File: config.mk
export PLATFORM = sky130hd
export DESIGN_NAME = burst_avg_ctrl
export DESIGN_NICKNAME = d
export VERILOG_FILES = /design/src/rtl/burst_avg_pkg.sv /design/src/rtl/burst_seq.sv /design/src/rtl/avg_accum.sv /design/src/rtl/burst_avg_ctrl.sv
export SDC_FILE = /design/constraint.sdc
export NUM_CORES = 1
export LEC_CHECK = 0
export ABC_AREA = 1
export CORE_MARGIN = 5
export CORE_UTILIZATION = 30
export DETAILED_ROUTE_END_ITERATION = 10
export DONT_BUFFER_PORTS = 1
export PLACE_DENSITY = 0.51
export SYNTH_ARGS = -nofsm -noshare
export SYNTH_HDL_FRONTEND = slang
export SYNTH_SLANG_ARGS = --single-unit
File: constraint.sdc
create_clock -name clk -period 2.5 [get_ports clk]
set_input_delay 0.75 -clock clk [delete_from_list [all_inputs] [get_ports clk]]
set_output_delay 0.75 -clock clk [all_outputs]
set_load 0.03 [all_outputs]
File: src/rtl/burst_avg_pkg.sv
package burst_avg_pkg;

  typedef enum logic [1:0] {
    ST_IDLE,
    ST_WAIT,
    ST_FIN
  } seq_state_t;

  // select 0..3 maps to a shift of 2..5 (4..32 samples)
  function automatic logic [2:0] sel_to_shift(input logic [1:0] sel);
    return 3'(sel) + 3'd2;
  endfunction

endpackage

File: src/rtl/burst_seq.sv
module burst_seq
  import burst_avg_pkg::*;
#(
  parameter int MAX_SHIFT = 5
) (
  input  logic       clk,
  input  logic       rst,
  input  logic       trig_i,
  input  logic       avg_en_i,
  input  logic [1:0] avg_sel_i,
  input  logic       conv_valid_i,
  output logic       conv_req_o,
  output logic       acc_clr_o,
  output logic       acc_add_o,
  output logic       fin_o,
  output logic [2:0] shift_o,
  output logic       overrun_o
);

  localparam int CNT_W = MAX_SHIFT;

  seq_state_t       state_q;
  logic [CNT_W-1:0] cnt_q;
  logic [2:0]       shift_q;
  logic [CNT_W:0]   span;
  logic [CNT_W-1:0] last_cnt;
  logic             accept;

  assign span      = (CNT_W+1)'(1) << shift_q;
  assign last_cnt  = CNT_W'(span - 1'b1);
  assign accept    = (state_q == ST_IDLE) && trig_i;
  assign acc_clr_o = accept;
  assign acc_add_o = (state_q == ST_WAIT) && conv_valid_i;
  assign fin_o     = (state_q == ST_FIN);
  assign shift_o   = shift_q;

  always_ff @(posedge clk) begin
    if (rst) begin
      state_q    <= ST_IDLE;
      cnt_q      <= '0;
      shift_q    <= '0;
      conv_req_o <= 1'b0;
      overrun_o  <= 1'b0;
    end else begin
      conv_req_o <= 1'b0;
      if (trig_i && state_q != ST_IDLE) overrun_o <= 1'b1;
      case (state_q)
        ST_IDLE: begin
          if (trig_i) begin
            shift_q    <= avg_en_i ? sel_to_shift(avg_sel_i) : 3'd0;
            cnt_q      <= '0;
            conv_req_o <= 1'b1;
            state_q    <= ST_WAIT;
          end
        end
        ST_WAIT: begin
          if (conv_valid_i) begin
            cnt_q <= cnt_q + 1'b1;
            if (cnt_q == last_cnt) state_q <= ST_FIN;
            else conv_req_o <= 1'b1;
          end
        end
        default: state_q <= ST_IDLE;
      endcase
    end
  end

endmodule

File: src/rtl/avg_accum.sv
module avg_accum #(
  parameter int RES_W     = 12,
  parameter int MAX_SHIFT = 5
) (
  input  logic             clk,
  input  logic             rst,
  input  logic             clr_i,
  input  logic             add_i,
  input  logic [RES_W-1:0] data_i,
  input  logic             fin_i,
  input  logic [2:0]       shift_i,
  output logic [RES_W-1:0] result_o,
  output logic             done_o
);

  localparam int ACC_W = RES_W + MAX_SHIFT;

  logic [ACC_W-1:0] acc_q;
  logic [ACC_W-1:0] half;
  logic [ACC_W-1:0] rounded;

  assign half    = (shift_i == 3'd0) ? '0 : (ACC_W'(1) << (shift_i - 3'd1));
  assign rounded = (acc_q + half) >> shift_i;

  always_ff @(posedge clk) begin
    if (rst) begin
      acc_q    <= '0;
      result_o <= '0;
      done_o   <= 1'b0;
    end else begin
      if (clr_i)      acc_q <= '0;
      else if (add_i) acc_q <= acc_q + ACC_W'(data_i);
      if (fin_i) result_o <= rounded[RES_W-1:0];
      done_o <= fin_i;
    end
  end

endmodule

File: src/rtl/burst_avg_ctrl.sv
module burst_avg_ctrl #(
  parameter int RES_W     = 12,
  parameter int MAX_SHIFT = 5
) (
  input  logic             clk,
  input  logic             rst,
  input  logic             trig_i,
  input  logic             avg_en_i,
  input  logic [1:0]       avg_sel_i,
  output logic             conv_req_o,
  input  logic [RES_W-1:0] conv_data_i,
  input  logic             conv_valid_i,
  output logic [RES_W-1:0] result_o,
  output logic             done_o,
  output logic             overrun_o
);

  logic       acc_clr;
  logic       acc_add;
  logic       fin;
  logic [2:0] shift;

  burst_seq #(.MAX_SHIFT(MAX_SHIFT)) u_seq (
    .clk          (clk),
    .rst          (rst),
    .trig_i       (trig_i),
    .avg_en_i     (avg_en_i),
    .avg_sel_i    (avg_sel_i),
    .conv_valid_i (conv_valid_i),
    .conv_req_o   (conv_req_o),
    .acc_clr_o    (acc_clr),
    .acc_add_o    (acc_add),
    .fin_o        (fin),
    .shift_o      (shift),
    .overrun_o    (overrun_o)
  );

  avg_accum #(.RES_W(RES_W), .MAX_SHIFT(MAX_SHIFT)) u_acc (
    .clk      (clk),
    .rst      (rst),
    .clr_i    (acc_clr),
    .add_i    (acc_add),
    .data_i   (conv_data_i),
    .fin_i    (fin),
    .shift_i  (shift),
    .result_o (result_o),
    .done_o   (done_o)
  );

endmodule

==> results.txt <==
----------------------------------------------------
[CTS]
  Root Buffer Master ... sky130_fd_sc_hd__clkbuf_16
  Number of clock sinks ... 42
  Insertion delay of the later-clocked pin in the worst-skew pair ... 0.29 ns
  Hold buffer count at CTS ... 0
  Number of H-tree levels ... 2
  TritonCTS clock tree ... done
  Clock-pin slew of the registers on the worst-case setup and hold paths ... 0.06 ns
  Number of CTS-inserted buffers ... 5
  CTS Buffer Depth ... 2

[Worst setup path]
  Required time of the worst setup path ... 2.73 ns
  Critical register-to-register path startpoint ... u_seq.shift_o[1]
  Arrival time at the worst endpoint ... 2.62 ns
  Worst Path Class, Setup ... register to register
  Number of cells on the worst reg-to-reg path ... 17
  Capturing element type of the critical path ... register
  Peak fanout along the critical path ... 5
  Terminus of the critical flop-to-flop path ... u_acc.result_o[7]
  Type of origin of the critical path ... register
  Register-to-register setup slack ... 0.11 ns

[Logic synthesis]
  Area fraction in and, or, nand and nor cells after synthesis ... 37.36%
  Most used flip-flop cell after synthesis ... sky130_fd_sc_hd__dfxtp_1
  Post-synthesis instance area ... 3490 um^2
  Area share of xor/xnor cells in the synthesized design ... 4.016%
  Unique masters post-synth ... 37
  Share of flip-flops with an asynchronous set or reset ... 0%
  Syn Nets ... 608
  Most instantiated cells after synthesis ... 142 x sky130_fd_sc_hd__nand2_1, 83 x sky130_fd_sc_hd__nand3_1, 76 x sky130_fd_sc_hd__inv_1
  Multiplexer share of the synthesized area ... 0%
  Number of synthesized flops with an enable pin ... 0
  Part of the Yosys area used for sequential elements ... 24.09%
  Area share of the largest cell type after synthesis ... 24.09%
  Synthesized-area fraction occupied by adder cells ... 9.035%
  Synthesized flop and latch total ... 42
  Synth Area in Compound Gates ... 14.63%
  Post-synthesis average cell area ... 6.176 um^2
  Largest family of logic cells by synthesized area ... simple AND/OR/NAND/NOR gates
  Top post-synthesis cells by area ... sky130_fd_sc_hd__dfxtp_1 24%, sky130_fd_sc_hd__nand2_1 15%, sky130_fd_sc_hd__nand3_1 12%
  Dominant cell type by area after synthesis ... sky130_fd_sc_hd__dfxtp_1
  Count of yosys warnings during synthesis ... 0
  Library cell with the highest instance count after synthesis ... sky130_fd_sc_hd__nand2_1
  Cells after Synth ... 565

[Placed design]
  Number of buffer cells added on primary ports ... 0
  Gp weighted congestion ... 0.8816
  Half-perimeter wire length of the detailed placement result ... 8.301 mm
  Placed cell count ... 716
  DP Area ... 3796 um^2

[Detailed routing]
  Met3 Routed Length ... 299 um
  Met1 Routed Length ... 4.813 mm
  Remaining antenna violation count ... 0
  Top layer reached by signal wires ... met4
  Vias/cell ... 4.959
  Wirelength per Cell ... 14.39 um
  Count of routing violations after the opening detailed-route iteration ... 241
  DRT Wirelength ... 10.49 mm
  Met2 WL ... 5.171 mm
  Detailed Routing Iterations Pass 1 ... 5
  Number of remaining DRC errors ... 0
  Routed via count ... 3615

[Cells and area]
  Non-filler cells in the finished layout ... 729
  Antenna diode count ... 0
  Final net count ... 628
  Share of post-route cells with drive strength above 1 ... 16.72%
  Final core occ ... 36.72%
  Layout Cell Area excl Fill ... 4193 um^2
  Growth of design area from synthesis to finish ... 20.15%

[Worst hold path]
  Hold endpoint ... u_seq.cnt_q[4]
  Launch instance of the worst min-delay path ... u_seq.cnt_q[4]
  Path class of the lowest-slack min-delay path ... register to register
  Depth of the worst hold-timing path ... 2

[GRT]
  Overall global routing resource usage ... 15.21%
  Initial antenna violation count ... 0
  Total global routing overflow ... 0
  Pin count of the biggest net entering global routing ... 17
  Number of global-route vias before repair ... 3550
  Wire length of the first global-routing pass ... 17.57 mm

[Floorplan]
  Horizontal die dimension ... 117.9 um
  Top-level I/O count ... 34
  Full die area ... 13890 um^2
  Placement Rows ... 39
  Area of the core ... 11420 um^2
  Starting density of the core ... 30.56%
  Die outline height ... 117.9 um

[Power and ir drop]
  Total power ... 1.925 mW
  Peak supply drop ... 0.0002589 V
  Leak Pwr ... 1.955 nW
  PwrDens ... 459.2 nW/um^2

[Timing]
  Final setup skew ... 0.003941 ns
  Final critical delay including setup and external delays ... 2.391 ns
  Upper clock frequency limit ... 418.2 MHz
  Number of pins with negative max-slew slack in the final report ... 0
  Final hold viol count ... 0
  Final cycle utilization of the critical path ... 95.65%
  Setup repair after global routing missed its margin ... true
  Final setup vio count ... 0

[Status]
  Run status ... complete, no violations

[Job]
  Number of max-capacitance violations reported ... 0

----------------------------------------------------
[flip-flops by register name (all words and copies together), names as in the netlist]
register,count
u_seq.state_q,2
u_seq.overrun_o,1
u_seq.cnt_q,5
u_acc.result_o,12
u_seq.shift_o,3
u_seq.conv_req_o,1
u_acc.acc_q,17
u_acc.done_o,1
[placed cells by master (no fill, tap or decap), drive strengths merged, types with 2 or more instances in the layout]
| cell | Yosys | routed |
|---|---|---|
| xnor2 | 5 | 5 |
| nand3 | 85 | 85 |
| dfxtp | 42 | 42 |
| and3 | 2 | 2 |
| clkbuf | 9 | 6 |
| nand4 | 10 | 10 |
| nor2 | 40 | 40 |
| o21bai | 4 | 4 |
| o211ai | 6 | 6 |
| nor3 | 8 | 8 |
| nand2 | 145 | 145 |
| inv | 78 | 78 |
| a21oi | 41 | 41 |
| fa | 2 | 2 |
| o21ai | 27 | 27 |
| xor2 | 11 | 11 |
| ha | 22 | 22 |
| o21a | 3 | 3 |
| or2 | 2 | 2 |
| a31oi | 4 | 4 |
| buf | 10 | 32 |
[timing repair]
action	CTS	global route
resized for setup	3	49
pin swaps	0	10
endpoints found under the setup margin	5	13
setup buffers	0	5
[routing by layer]
metal	global-route usage, %	vias to the layer above
met5	0	-
met4	5.161	0
met3	2.355	14
met2	26.52	50
li1	-	1894
met1	19.00	1657
[power breakdown]
group	switching [mW]	internal (mW)	total, mW
logic	0.259	0.162	0.421
registers	0.0464	0.695	0.742
clock network	0.290	0.472	0.762
total	0.596	1.33	1.93
[final cells by class]
cell class	count	area [um^2]
multi-input combinational	426	2460
clock buffer	6	128.9
fill	1285	7226
tap	143	178.9
sequential	42	847.1
clock inverter	2	37.54
timing repair buffer	32	247.7
inverter	78	292.8
[worst max-delay path, stage by stage, from the launching register on]
cell                      delay [ns]
sky130_fd_sc_hd__dfxtp_4        0.37
sky130_fd_sc_hd__nor2_1         0.10
sky130_fd_sc_hd__inv_1          0.08
sky130_fd_sc_hd__nor2_4         0.13
sky130_fd_sc_hd__ha_2           0.19
sky130_fd_sc_hd__inv_2          0.04
sky130_fd_sc_hd__fa_2           0.36
sky130_fd_sc_hd__inv_2          0.08
sky130_fd_sc_hd__nand3_2        0.06
sky130_fd_sc_hd__nand3_2        0.08
sky130_fd_sc_hd__nand2_2        0.08
sky130_fd_sc_hd__nand2_4        0.11
sky130_fd_sc_hd__nand3_2        0.10
sky130_fd_sc_hd__nand3_2        0.11
sky130_fd_sc_hd__nand3_1        0.10
sky130_fd_sc_hd__nand3_1        0.12
sky130_fd_sc_hd__nand3_1        0.09
sky130_fd_sc_hd__a21oi_2        0.14
[worst max-delay path by stage]
stage / endpoint / slack (ns) / startpoint
after floorplan: u_acc.result_o[7] / 0.02 / u_seq.shift_o[0]
after global placement: u_acc.acc_q[10] / 0.03 / conv_data_i[0]
after detailed placement: u_acc.acc_q[10] / -0.02 / conv_data_i[0]
after CTS: u_acc.result_o[7] / 0.03 / u_seq.shift_o[1]
after global routing: u_acc.result_o[4] / -0.1 / u_seq.shift_o[0]
final: u_acc.result_o[7] / 0.11 / u_seq.shift_o[1]
[kinds of logic (layout without fill, tap and decap cells)]
kind of cell	count (synthesis)	count (layout)
AND/OR/NAND/NOR	295	295
other	1	1
adder cells (fa/ha/maj)	24	24
XOR/XNOR	16	16
buffers and inverters	97	118
flip-flops	42	42
AO/OA/AOI/OAI	90	90
[metrics by stage]
| stage | hold slack (ns) | TNS [ns] | setup WS, ns |
|---|---|---|---|
| 2_1_floorplan | 0.4501 | 0 | 0.02113 |
| 3_3_place_gp | 0.4687 | 0 | 0.03043 |
| 3_5_place_dp | 0.4795 | -0.05681 | -0.02008 |
| 4_1_cts | 0.4897 | 0 | 0.03308 |
| 5_1_grt | 0.5047 | -0.5819 | -0.09809 |
| 6_report | 0.4895 | 0 | 0.1089 |
(Power assumes the default switching activity.)
